**src/rtl/ofa_pkg.sv**
```systemverilog
package ofa_pkg;
  parameter int unsigned ADDR_W     = 32;
  parameter int unsigned COORD_W    = 12;
  parameter int unsigned SPAN_W     = 16;
  parameter int unsigned WORD_BYTES = 4;
  localparam int unsigned WORD_LSB  = $clog2(WORD_BYTES);

  typedef struct packed {
    logic               enable;
    logic [ADDR_W-1:0]  start;
    logic [ADDR_W-1:0]  stop;
    logic [SPAN_W-1:0]  span;
    logic [SPAN_W-1:0]  gap;
    logic [COORD_W-1:0] left;
    logic [COORD_W-1:0] top;
    logic [COORD_W-1:0] right;
    logic [COORD_W-1:0] bottom;
  } win_cfg_t;
endpackage

```
**src/rtl/ofa_shadow.sv**
```systemverilog
module ofa_shadow
  import ofa_pkg::*;
(
  input  logic     clk,
  input  logic     rst_n,
  input  logic     frame_start,
  input  logic     lock,
  input  win_cfg_t staged,
  output win_cfg_t active,
  output logic     align_err
);
  always_ff @(posedge clk) begin
    if (!rst_n) begin
      active <= '0;
    end else if (frame_start && !lock) begin
      active <= staged;
    end
  end

  always_comb begin
    align_err = (|active.span[WORD_LSB-1:0]) | (|active.gap[WORD_LSB-1:0]);
  end


  locked_hold_chk: assert property (@(posedge clk) disable iff (!rst_n)
    (!frame_start || lock) |=> $stable(active));
endmodule

```
**src/rtl/ofa_region.sv**
```systemverilog
module ofa_region
  import ofa_pkg::*;
(
  input  logic               clk,
  input  logic               rst_n,
  input  win_cfg_t           act,
  input  logic [COORD_W-1:0] pix_x,
  input  logic [COORD_W-1:0] pix_y,
  output logic               row_hit,
  output logic               in_window
);
  logic col_hit;

  always_comb begin
    row_hit = act.enable && (pix_y >= act.top) && (pix_y <= act.bottom);
    col_hit = (pix_x >= act.left) && (pix_x <= act.right);
  end

  always_ff @(posedge clk) begin
    if (!rst_n) begin
      in_window <= 1'b0;
    end else begin
      in_window <= row_hit && col_hit;
    end
  end


  off_no_hit_chk: assert property (@(posedge clk) disable iff (!rst_n)
    !act.enable |=> !in_window);
endmodule

```
**src/rtl/ofa_addr_walk.sv**
```systemverilog
module ofa_addr_walk
  import ofa_pkg::*;
(
  input  logic              clk,
  input  logic              rst_n,
  input  win_cfg_t          act,
  input  logic              align_err,
  input  logic              row_hit,
  input  logic              line_start,
  input  logic              frame_start,
  input  logic              fetch_ready,
  output logic              fetch_valid,
  output logic [ADDR_W-1:0] fetch_addr
);
  localparam logic [SPAN_W-1:0] STEP = SPAN_W'(WORD_BYTES);
  localparam int unsigned       PADW = ADDR_W - SPAN_W;

  logic              line_open;
  logic              first_line;
  logic [ADDR_W-1:0] line_base;
  logic [SPAN_W-1:0] word_off;
  logic [ADDR_W-1:0] pitch;
  logic              take;

  always_comb begin
    pitch       = {{PADW{1'b0}}, act.span} + {{PADW{1'b0}}, act.gap};
    fetch_addr  = line_base + {{PADW{1'b0}}, word_off};
    fetch_valid = line_open && act.enable && !align_err &&
                  (word_off < act.span) && (fetch_addr < act.stop);
    take        = fetch_valid && fetch_ready;
  end

  always_ff @(posedge clk) begin
    if (!rst_n) begin
      line_open  <= 1'b0;
      first_line <= 1'b1;
      line_base  <= '0;
      word_off   <= '0;
    end else if (frame_start) begin
      line_open  <= 1'b0;
      first_line <= 1'b1;
      word_off   <= '0;
    end else if (line_start) begin
      word_off <= '0;
      if (row_hit) begin
        line_open  <= 1'b1;
        first_line <= 1'b0;
        line_base  <= first_line ? act.start : (line_base + pitch);
      end else begin
        line_open <= 1'b0;
      end
    end else if (take) begin
      word_off <= word_off + STEP;
    end
  end


  stall_hold_chk: assert property (@(posedge clk) disable iff (!rst_n)
    (fetch_valid && !fetch_ready && !line_start && !frame_start)
      |=> (fetch_valid && $stable(fetch_addr)));


  word_step_chk: assert property (@(posedge clk) disable iff (!rst_n)
    (take && !line_start && !frame_start)
      |=> (!fetch_valid || (fetch_addr == $past(fetch_addr) + ADDR_W'(WORD_BYTES))));
endmodule

```
**src/rtl/ovl_fetch_addr_gen.sv**
```systemverilog
module ovl_fetch_addr_gen
  import ofa_pkg::*;
(
  input  logic               clk,
  input  logic               rst_n,
  input  logic [COORD_W-1:0] pix_x,
  input  logic [COORD_W-1:0] pix_y,
  input  logic               line_start,
  input  logic               frame_start,
  input  logic               cfg_enable,
  input  logic               cfg_lock,
  input  logic [ADDR_W-1:0]  cfg_start,
  input  logic [ADDR_W-1:0]  cfg_stop,
  input  logic [SPAN_W-1:0]  cfg_span,
  input  logic [SPAN_W-1:0]  cfg_gap,
  input  logic [COORD_W-1:0] cfg_left,
  input  logic [COORD_W-1:0] cfg_top,
  input  logic [COORD_W-1:0] cfg_right,
  input  logic [COORD_W-1:0] cfg_bottom,
  output logic               in_window,
  output logic               fetch_valid,
  input  logic               fetch_ready,
  output logic [ADDR_W-1:0]  fetch_addr,
  output logic               cfg_error
);
  win_cfg_t staged;
  win_cfg_t act;
  logic     row_hit;

  always_comb begin
    staged.enable = cfg_enable;
    staged.start  = cfg_start;
    staged.stop   = cfg_stop;
    staged.span   = cfg_span;
    staged.gap    = cfg_gap;
    staged.left   = cfg_left;
    staged.top    = cfg_top;
    staged.right  = cfg_right;
    staged.bottom = cfg_bottom;
  end

  ofa_shadow u_shadow (
    .clk         (clk),
    .rst_n       (rst_n),
    .frame_start (frame_start),
    .lock        (cfg_lock),
    .staged      (staged),
    .active      (act),
    .align_err   (cfg_error)
  );

  ofa_region u_region (
    .clk       (clk),
    .rst_n     (rst_n),
    .act       (act),
    .pix_x     (pix_x),
    .pix_y     (pix_y),
    .row_hit   (row_hit),
    .in_window (in_window)
  );

  ofa_addr_walk u_walk (
    .clk         (clk),
    .rst_n       (rst_n),
    .act         (act),
    .align_err   (cfg_error),
    .row_hit     (row_hit),
    .line_start  (line_start),
    .frame_start (frame_start),
    .fetch_ready (fetch_ready),
    .fetch_valid (fetch_valid),
    .fetch_addr  (fetch_addr)
  );


  dis_fetch_chk: assert property (@(posedge clk) disable iff (!rst_n)
    !act.enable |-> !fetch_valid);


  stop_bound_chk: assert property (@(posedge clk) disable iff (!rst_n)
    fetch_valid |-> (fetch_addr < act.stop));


  align_block_chk: assert property (@(posedge clk) disable iff (!rst_n)
    cfg_error |-> !fetch_valid);
endmodule

```
**config.mk**
```make
export PLATFORM = sky130hd
export DESIGN_NAME = ovl_fetch_addr_gen
export DESIGN_NICKNAME = d
export VERILOG_FILES = /design/src/rtl/ofa_pkg.sv /design/src/rtl/ofa_shadow.sv /design/src/rtl/ofa_region.sv /design/src/rtl/ofa_addr_walk.sv /design/src/rtl/ovl_fetch_addr_gen.sv
export SDC_FILE = /design/constraint.sdc
export NUM_CORES = 1
export LEC_CHECK = 0
export BUFFER_PORTS_ARGS = -buffer_cell sky130_fd_sc_hd__buf_2
export CORE_MARGIN = 1.5
export CORE_UTILIZATION = 41
export CTS_BUF_LIST = sky130_fd_sc_hd__clkbuf_2
export DETAILED_ROUTE_END_ITERATION = 7
export HOLD_SLACK_MARGIN = 0.12
export PLACE_DENSITY = 0.6
export SLEW_MARGIN = 20
export SYNTH_ARGS = -nofsm -noshare
export SYNTH_HDL_FRONTEND = slang
export SYNTH_SLANG_ARGS = --single-unit
```
**constraint.sdc**
```tcl
create_clock -name clk -period 5.8 [get_ports clk]
set_input_delay 0.58 -clock clk [delete_from_list [all_inputs] [get_ports clk]]
set_output_delay 0.58 -clock clk [all_outputs]
set_load 0.05 [all_outputs]
```
==> run summary, run 1 <==
Status: finished, final reports clean
Leakage power figure: 6.55 nW
Clock tree buffer depth: 2
Delay-heaviest family, CP: compound AO/OA/AOI/OAI gates
All-Layer GR Usage: 23.4%
CTS sink count: 194
Tightest Hold Check Type: primary input to flop
Rel. slew slack: 33.2%
Initial antenna violation count: 1
Full die area: 30,100 um^2
Crit path max fanout: 5
Io pins: 210
Vias per cell: 5.14
Clk_lat worst skew: 850 ps
Fin util: 52.7%
# H-tree levels: 4
M1 GR Usage: 30.3%
Synth Cell Area: 11,900 um^2
VDD IR max: 161 uV
Initial DRC Count: 678
Met3 usage: 4.85%
Die H: 173 um
Slowest-stage cell, CP: dfxtp_4
Clock root buffer master: clkbuf_2
Setup crit start kind: flop
Max stage delay on crit path: 430 ps
Pre-CTS setup slack: 541 ps
Worst-Margin Slew: 1000 ps
Critical path type: flop to primary output
Post-synthesis cell type count: 64
Synth Flop Type: dfxtp_1
Area share of the largest cell type after synthesis: 32.6%
First-pass GRT wire length: 57,300 um
Synth Net Count: 1,885
Antenna Violating Nets Remaining: 0
Clock slew at reported path FFs: 320 ps
Fmax: 0.182 GHz
Synth area leader: dfxtp_1
Ys Warns: 0
Placement Cell Area: 13,200 um^2
Met2 usage: 39.9%
Synth top area cells: dfxtp_1 (33%), ha_1 (15%), nand2_1 (11%), a21oi_1 (9.4%), inv_1 (3.4%)
Register area share after synthesis: 32.6%
CTS tree: built
Num CTS Buffers: 17
Mapped Cells: 1,566
Gp weighted congestion: 0.904
Post-route setup TNS: 0 ps
WL/cell: 15.3 um
Worst path cell trace: ha_2 -> fa_2 -> a21o_1 -> a21oi_2 -> nand2b_4 -> a21oi_2 -> o31ai_2 -> a311o_1 -> nand2b_4 -> nor3_1 -> xor2_1 -> ha_1 -> a22oi_1 -> nand4_1 -> a311oi_2 -> o221ai_2 -> a211oi_2 -> o21ai_4 -> nor2_4 -> buf_8
WL final: 35,000 um
Worst setup margin: 310 ps
Tmin final: 5490 ps
TritonRoute pass-1 iters: 6
Fin Clk Skew: 58.5 ps
Vias: 11,719
CORE AREA: 28,600 um^2
DP HPWL: 25,400 um
CP required: 5220 ps
Buffer and inverter count on the worst path: 1
Initial core utilization: 41.6%
GRT overflow: 0
Fill count: 2,773
Avg Cell Area, Syn: 7.61 um^2
Largest net degree at the start of global routing: 110
Crit end category: primary output
Yosys reg bits: 194
Top-count cell post-synth: nand2_1
Critical Path AT: 4910 ps
Number of core rows: 62
Area grow syn2layout: 26.7%
Residual DRC: 0
Final net count: 2,203
Die X: 173 um
PwrDens: 170 nW/um^2
Synth async-reset ratio: 0%
Fin. Hold Viols: 0
Vias in the first global route: 11,639
Synth cell count leaders: nand2_1 (359), a21oi_1 (223), dfxtp_1 (194)
EDFF count, synth: 0
Ratio of cells with drive above 1 in the final layout: 15.4%
Max_cap viols: 0
PortBufs: 209
Max Slew Vio Count: 0
Gr busiest metal: met2
Finished Cell Area: 15,100 um^2
Crit share post-route: 94.7%
Setup violations, final: 0
==> flip-flops by register name, summed over array words and instances, names as in the netlist <==
name and count:
u_walk.first_line 1, u_walk.line_open 1, u_walk.line_base 32, u_walk.word_off 14, u_region.in_window 1, u_shadow.active 145
==> logic make-up after synthesis <==
| family | Yosys count | synth area share, % |
|---|---|---|
| flops | 194 | 32.6 |
| simple gates | 573 | 21.0 |
| compound gates | 406 | 20.3 |
| fa+ha+maj | 144 | 15.3 |
| buf+inv | 184 | 5.90 |
| mux | 11 | 0.924 |
| xor+xnor | 54 | 3.97 |
==> stage by stage <==
stage | total power, mW | instances | hold slack [ps]
after floorplan | 1.69 | 1566 | 433
after global placement | 1.83 | 2090 | 444
after detailed placement | 1.84 | 2090 | 446
after CTS | 2.60 | 2273 | 145
after global routing | 2.71 | 2282 | 126
final | 2.57 | 2282 | 207
==> where the power goes <==
part | internal (mW) | switching, mW | leakage [nW]
Clock | 0.163 | 0.511 | 0.127
Sequential | 1.38 | 0.0316 | 1.58
Combinational | 0.230 | 0.248 | 4.84
==> worst reg2reg max path, cell delays in order, from the launching register on <==
cell	delay, ps
dfxtp_4	430
ha_2	200
fa_2	390
a21o_1	190
a21oi_2	150
nand2b_4	160
a21oi_2	80
o31ai_2	280
a311o_1	230
nand2b_4	130
nor3_1	60
xor2_1	170
ha_1	190
a22oi_1	140
nand4_1	130
a311oi_2	280
o221ai_2	130
a211oi_2	300
o21ai_4	130
buf_4	180
nor4_4	360
a21oi_1	110
o21a_1	190
==> final timing paths <==
check | start | endpoint | slack (ps) | depth (start not counted)
max | u_walk.word_off[2]$_SDFFE_PP0P_ | fetch_valid | 310 | 20
min | pix_x[11] | u_region.in_window$_SDFF_PN0_ | 210 | 4
max reg2reg | u_walk.word_off[2]$_SDFFE_PP0P_ | u_walk.word_off[9]$_SDFFE_PP0P_ | 1110 | 22
min reg2reg | u_shadow.active[8]$_SDFFE_PN0P_ | u_shadow.active[8]$_SDFFE_PN0P_ | 470 | 2
==> cells in the final DEF, fill, tap and decap left out, types with 3 or more instances in the layout <==
master,n
o22ai_1,6
mux2i_1,11
clkinv_4,3
inv_6,6
nand2b_1,14
or2_2,5
nand4_1,22
nor2b_1,12
a211oi_2,3
o211ai_1,11
a31oi_1,5
dfxtp_1,190
or3_1,16
a21oi_2,3
ha_1,140
dfxtp_4,3
nand2_1,359
nand3_1,20
a311oi_1,6
a21oi_1,220
xnor2_1,33
buf_2,208
o311ai_0,3
inv_1,107
o21ai_0,51
and3_1,12
and2_1,3
nor3_1,27
o31ai_1,6
buf_4,17
clkbuf_2,18
o21a_1,8
nand2b_4,3
nor2_1,67
a21o_1,33
dlygate4sd3_1,149
clkinvlp_4,3
a211oi_1,19
xor2_1,21
==> routing by layer <==
| layer | wire length [um] | vias up |
|---|---|---|
| met5 | 0 | - |
| met2 | 16200 | 305 |
| met1 | 16400 | 5372 |
| li1 | - | 6012 |
| met4 | 463 | 0 |
| met3 | 1930 | 30 |
==> area by class of cell <==
cell class / count / area (um^2) / share of cell area [%]
Clock inverter: 14 / 130 / 0.862
Tap cell: 384 / 480 / 3.18
Antenna cell: 1 / 2.50 / 0.0166
Sequential cell: 194 / 3900 / 25.8
Inverter: 108 / 410 / 2.72
Multi-Input combinational cell: 1188 / 7410 / 49.1
Timing Repair Buffer: 375 / 2680 / 17.7
Clock buffer: 18 / 90.1 / 0.597
==> timing repair <==
item | in CTS | in global routing
pin swaps | 3 | 10
buffers inserted | 2 | 8
cloned | 0 | 0
hold buffers | 149 | 0
endpoints found under the setup margin | 1 | 1
resized for setup | 7 | 20
hold endpoints to repair | 162 | 0
(Power assumes the default switching activity.)
==> run 2: changes to the inputs <==
CELL_PAD_IN_SITES_DETAIL_PLACEMENT = 1   (was not set)
CELL_PAD_IN_SITES_GLOBAL_PLACEMENT = 2   (was not set)
CORE_MARGIN = not set   (was 1.5)
CORE_UTILIZATION = 33   (was 41)
PLACE_DENSITY = 0.8   (was 0.6)
==> run 2 against run 1 <==
Clock power up 18%; sequential share of layout area down 0.34 points; global-route usage down 0.97 points; count of clock-buffer cells in the layout down 1.
==> run summary, run 2 (synthesis results as in run 1) <==
Sw Ratio: 30.8% (about the same)
Switch Pwr: 0.834 mW (+5.5%)
PortBufs: 209 (unchanged)
Met1 WL: 19,200 um (+17%)
Fill count: 4,386 (+58%)
Num CTS Buffers: 17 (unchanged)
Combinational power share: 18.3% (-0.3 points)
Setup crit start kind: flop
TritonRoute pass-1 iters: 6 (unchanged)
Vias per cell: 5.06 (-1.6%)
Clk pwr share: 29.4% (+3.2 points)
Initial DRC Count: 456 (-33%)
CORE AREA: 35,600 um^2 (+24%)
Max_cap viols: 0 (unchanged)
Gp weighted congestion: 0.858 (-5.0%)
Clock tree buffer depth: 2 (unchanged)
First-pass GRT wire length: 64,700 um (+13%)
# H-tree levels: 4 (unchanged)
Critical path type: flop to primary output
Fmax: 0.181 GHz (-0.48%)
Clock slew at reported path FFs: 290 ps (-30 ps)
Top reg by flops: u_shadow.active
Worst path cell trace: ha_2 -> fa_2 -> a21o_1 -> a21oi_2 -> nand2b_4 -> a21oi_2 -> o31ai_2 -> a311o_1 -> nand2b_4 -> buf_4 -> nor3_1 -> xor2_1 -> ha_2 -> a21o_1 -> a21o_1 -> a21oi_2 -> o22ai_2 -> a211oi_2 -> o21ai_4 -> nor2_4 -> buf_8
Ratio of cells with drive above 1 in the final layout: 16.1% (+0.70 points)
Max reg flops: 145 (unchanged)
Fin util: 43.1% (-9.7 points)
DP HPWL: 29,800 um (+17%)
Highest routed layer: met4
Crit path max fanout: 5 (unchanged)
CP required: 5220 ps (about the same)
Total power: 2.71 mW (+5.5%)
Vias: 11,961 (+2.1%)
Worst-Margin Slew: 991 ps (-8.85 ps)
Slowest-stage cell, CP: dfxtp_4
Flop pwr share: 52.3% (-2.8 points)
Routed wl met3: 1740 um (-9.6%)
Die H: 192 um (+11%)
Critical Path AT: 4940 ps (+30 ps)
Number of core rows: 69 (+11%)
Tmin final: 5520 ps (+26.3 ps)
Initial antenna violation count: 3 (+2)
Status: finished, final reports clean
Clock root buffer master: clkbuf_2
Initial core utilization: 33.5% (-8.1 points)
Max Slew Vio Count: 0 (unchanged)
GRT overflow: 0 (unchanged)
Delay-heaviest family, CP: compound AO/OA/AOI/OAI gates
Post-route setup TNS: 0 ps (unchanged)
WL final: 40,800 um (+17%)
Max stage delay on crit path: 420 ps (about the same)
Fin. Hold Viols: 0 (unchanged)
Final net count: 2,207 (+0.18%)
PwrDens: 177 nW/um^2 (+4.0%)
Die X: 192 um (+11%)
Io pins: 210 (unchanged)
Worst setup margin: 283 ps (-26.3 ps)
Crit share post-route: 95.1% (+0.45 points)
Pint: 1.88 mW (+5.5%)
Tightest Hold Check Type: primary input to flop
Crit end category: primary output
Vias in the first global route: 12,301 (+5.7%)
Met2 WL: 19,300 um (+19%)
Antenna Violating Nets Remaining: 0 (unchanged)
Fin Clk Skew: 44.9 ps (-13.6 ps)
Pre-CTS setup slack: 442 ps (-99.1 ps)
Setup violations, final: 0 (unchanged)
VDD IR max: 145 uV (-9.6%)
Commonest non-fill, non-tap cells in the layout: nand2_1 (359), a21oi_1 (218), buf_2 (208)
WL/cell: 17.3 um (+12%)
Largest net degree at the start of global routing: 85 (-23%)
CTS tree: built
Residual DRC: 0 (unchanged)
Leakage power figure: 6.61 nW (+0.90%)
Most common cell after layout, fill and taps aside: nand2_1
Top flop regs: u_shadow.active: 145 flops, u_walk.line_base: 32 flops, u_walk.word_off: 14 flops
Rel. slew slack: 33.9% (+0.70 points)
Area grow syn2layout: 28.5%
Clk_lat worst skew: 890 ps (+40 ps)
Full die area: 36,900 um^2 (+23%)
Buffer and inverter count on the worst path: 2 (+1)
CTS sink count: 194 (unchanged)
All-Layer GR Usage: 22.4% (-0.97 points)
run 2: area by class of cell:
class | count | area (um^2) | share of cell area [%]
diodes | 4 | 10.0 | 0.0654
clock inverters | 15 | 194 | 1.27
multi-input cells | 1188 | 7430 | 48.5
flip-flops and latches | 194 | 3900 | 25.5
well taps | 461 | 577 | 3.77
clock buffers | 17 | 85.1 | 0.556
repair buffers | 379 | 2710 | 17.7
inverters | 108 | 408 | 2.66
run 2: power groups by stage:
stage,clock (mW),sequential [mW],combinational (mW)
detailed placement,0,1.44,0.412
finish,0.797,1.42,0.495
floorplan,0,1.43,0.260
global placement,0,1.44,0.402
global route,0.884,1.43,0.558
CTS,0.832,1.42,0.495
run 2: timing repair:
action | CTS | global route
hold buffers | 150 | 0
cloned | 0 | 0
setup buffers | 5 | 7
setup endpoints to repair | 1 | 1
pin swaps | 7 | 8
gates resized for setup | 15 | 21
hold endpoints to repair | 172 | 0
run 2: worst reg2reg max path: cells and delay by family, from the launching register on:
kind | cells | cell delay, ps
compound gates | 6 | 1160
simple gates | 9 | 1250
xor+xnor | 1 | 160
buf+inv | 4 | 980
flops | 1 | 420
mux | 1 | 180
fa+ha+maj | 3 | 830
run 2: layer usage:
metal	up-vias	global-route usage [%]
li1	6023	-
met1	5671	28.7
met2	231	38.6
met3	36	4.28
met4	0	5.15
met5	-	0
run 2: worst paths after layout:
check | slack, ps | endpoint | depth (start not counted) | from
worst max-delay path | 280 | fetch_valid | 21 | u_walk.word_off[2]$_SDFFE_PP0P_
worst min-delay path | 230 | u_region.in_window$_SDFF_PN0_ | 4 | pix_x[11]
worst max register to register | 810 | u_walk.word_off[2]$_SDFFE_PP0P_ | 24 | u_walk.word_off[2]$_SDFFE_PP0P_
worst min register to register | 470 | u_shadow.active[34]$_SDFFE_PN0P_ | 2 | u_shadow.active[34]$_SDFFE_PN0P_
run 2: through the flow:
step	cell area [um^2]	instances	hold slack (ps)
after floorplan	11900	1566	433
after global placement	13300	2168	442
after detailed placement	13300	2168	449
after CTS	15200	2355	121
after global routing	15300	2366	132
final	15300	2366	227
==> run 3: changes to the inputs <==
CORE_ASPECT_RATIO = 0.75   (was not set)
CTS_BUF_LIST = sky130_fd_sc_hd__clkbuf_4   (was sky130_fd_sc_hd__clkbuf_2)
==> run 3 against run 2 <==
Final cell count decreased by 4.3%; core utilization down 2.1 points; sequential cell count stayed put; sequential power barely moved; via count shrank 3.0%; clock skew is 11 ps lower; critical path type unchanged; largest cell class unchanged; largest power group unchanged.
==> run summary, run 3 (synthesis results as in run 1) <==
Max Slew Vio Count: 0 (unchanged)
Total power: 2.64 mW (-2.5%)
Finished Cell Area: 14,400 um^2 (-6.1%)
Tightest Hold Check Type: primary input to flop
WL final: 41,400 um (+1.4%)
Fin. Hold Viols: 0 (unchanged)
Clk_lat worst skew: 630 ps (-260 ps)
CTS sink count: 194 (unchanged)
Worst setup margin: 322 ps (+39.0 ps)
Critical Path AT: 4900 ps (-40 ps)
Leakage power figure: 6.21 nW (-6.1%)
Fin Clk Skew: 34.1 ps (-10.8 ps)
CP required: 5220 ps (about the same)
Status: finished, final reports clean
Antenna Violating Nets Remaining: 0 (unchanged)
Max_cap viols: 0 (unchanged)
Vias per cell: 5.12 (+1.3%)
PortBufs: 209 (unchanged)
Crit end category: primary output
Residual DRC: 0 (unchanged)
Hold Slack: 184 ps (-42.3 ps)
CORE AREA: 35,100 um^2 (-1.2%)
Vias: 11,599 (-3.0%)
All-Layer GR Usage: 22.6% (+0.14 points)
GRT overflow: 0 (unchanged)
Full die area: 36,900 um^2 (about the same)
Delay-heaviest family, CP: compound AO/OA/AOI/OAI gates
Worst-Margin Slew: 1020 ps (+26.9 ps)
Area grow syn2layout: 20.7%
Reg2reg end: u_walk.word_off[11]$_SDFFE_PP0P_
Clock slew at reported path FFs: 170 ps (-120 ps)
Clock root buffer master: clkbuf_4
Top flop regs: u_shadow.active: 145 flops, u_walk.line_base: 32 flops, u_walk.word_off: 14 flops
First-pass GRT wire length: 65,900 um (+1.8%)
Critical path type: flop to primary output
Crit share post-route: 94.4% (-0.67 points)
R2R Path Start: u_walk.line_base[3]$_SDFFE_PN0P_
Worst path cell trace: ha_1 -> a21o_1 -> a21oi_1 -> o21ai_0 -> a211oi_2 -> o31ai_2 -> nand2_1 -> a21o_2 -> nor2_1 -> xor2_1 -> ha_1 -> a22oi_1 -> nand4_1 -> a311oi_2 -> o221ai_2 -> a211oi_2 -> o21ai_4 -> nor2_4 -> buf_8
Ratio of cells with drive above 1 in the final layout: 15.7% (-0.37 points)
Rel. slew slack: 31.3% (-2.6 points)
Die H: 167 um (-13%)
Worst r2r path cells: 21 (-13%)
Io pins: 210 (unchanged)
VDD IR max: 108 uV (-25%)
Max stage delay on crit path: 460 ps (+40 ps)
Hold Path Origin: cfg_start[17]
# H-tree levels: 4 (unchanged)
DP HPWL: 31,400 um (+5.6%)
Initial antenna violation count: 1 (-2)
Number of core rows: 59 (-14%)
PwrDens: 184 nW/um^2 (+3.8%)
Num CTS Buffers: 17 (unchanged)
WL/cell: 18.3 um (+6.0%)
Final net count: 2,114 (-4.2%)
WHS Endpoint: u_shadow.active[129]$_SDFFE_PN0P_
Initial DRC Count: 565 (+24%)
Worst R2R Setup Slack: 890 ps (+80 ps)
Die X: 221 um (+15%)
Commonest non-fill, non-tap cells in the layout: nand2_1 (359), a21oi_1 (221), buf_2 (208)
Gp weighted congestion: 0.826 (-3.7%)
CTS tree: built
TritonRoute pass-1 iters: 4 (-2)
Setup violations, final: 0 (unchanged)
Tmin final: 5480 ps (-39.0 ps)
Hold Path Depth: 3 (-1)
Vias in the first global route: 12,023 (-2.3%)
Buffer and inverter count on the worst path: 1 (-1)
Initial core utilization: 33.9% (+0.41 points)
Max reg flops: 145 (unchanged)
Setup crit start kind: flop
Crit path max fanout: 8 (+3)
Most common cell after layout, fill and taps aside: nand2_1
Pre-CTS setup slack: 545 ps (+103 ps)
Placement Cell Area: 13,300 um^2 (+0.23%)
Fmax: 0.183 GHz (+0.71%)
Clock tree buffer depth: 2 (unchanged)
Largest net degree at the start of global routing: 100 (+18%)
Slowest-stage cell, CP: dfxtp_1
Top reg by flops: u_shadow.active
[run 3: changes by cell type in the layout (fill, tap and decap cells not counted), moves of 3 or more]
| cell | delta |
|---|---|
| clkbuf_4 | +17 |
| dfxtp_1 | +3 |
| clkbuf_2 | -17 |
| clkinv_1 | +4 |
| inv_6 | -6 |
| a21oi_1 | +3 |
| diode_2 | -3 |
| ha_1 | +3 |
| dlygate4sd3_1 | -87 |
| ha_2 | -3 |
| a21oi_2 | -3 |
| buf_4 | -8 |
[run 3: cell type report]
| cell class | count | area (um^2) |
|---|---|---|
| antenna | 1 | 2.50 |
| timing repair buffer | 286 | 1820 |
| fill | 4414 | 20800 |
| clock buffer | 17 | 128 |
| tap | 457 | 572 |
| sequential | 194 | 3890 |
| clock inverter | 13 | 145 |
| multi-input combinational | 1188 | 7410 |
| inverter | 108 | 408 |
[run 3: report_power, final]
| part | total [mW] | switching (mW) | internal (mW) |
|---|---|---|---|
| Sequential | 1.41 | 0.0346 | 1.38 |
| Clock | 0.772 | 0.484 | 0.287 |
| Combinational | 0.456 | 0.259 | 0.197 |
| Total | 2.64 | 0.778 | 1.86 |
[run 3: per-layer routing]
layer  GRT usage [%]  share of wire, %
met1            31.3                50
met2            36.5                45
met3            3.92               3.3
met4            4.80               1.4
met5               0                 0
[run 3: through the flow]
stage	TNS, ps	cells	utilization (%)
final	0	2264	40.9
after global routing	-40.6	2264	40.9
after floorplan	0	1566	-
after CTS	0	2261	40.6
after detailed placement	0	2167	38.0
after global placement	0	2167	38.0
[run 3: timing repair]
action	4_1_cts	5_1_grt
hold endpoints to repair	63	0
resized for setup	5	17
pin swaps	1	5
buffers inserted	1	1
setup endpoints to repair	1	1
hold buffers	63	0
[run 3: worst max path at each step]
| stage | from | endpoint | slack [ps] | depth (start not counted) |
|---|---|---|---|---|
| 4_1_cts | u_walk.word_off[2]$_SDFFE_PP0P_ | fetch_valid | 8 | 20 |
| 2_1_floorplan | u_walk.word_off[2]$_SDFFE_PP0P_ | fetch_valid | 460 | 18 |
| 6_report | u_walk.line_base[3]$_SDFFE_PN0P_ | fetch_valid | 320 | 19 |
| 3_5_place_dp | u_walk.word_off[2]$_SDFFE_PP0P_ | fetch_valid | 540 | 20 |
| 5_1_grt | u_walk.line_base[3]$_SDFFE_PN0P_ | fetch_valid | -40 | 19 |
| 3_3_place_gp | u_walk.word_off[2]$_SDFFE_PP0P_ | fetch_valid | 740 | 20 |
[run 3: worst register-to-register path, delay by kind of cell, from the launching register on]
kind,cells,cell delay [ps]
adders and majority gates,2,590
xor gates and xnor gates,1,160
buffers and inverters,1,200
DFF,1,460
and+or+nand+nor,4,700
AOI/OAI and AO/OA,13,2710
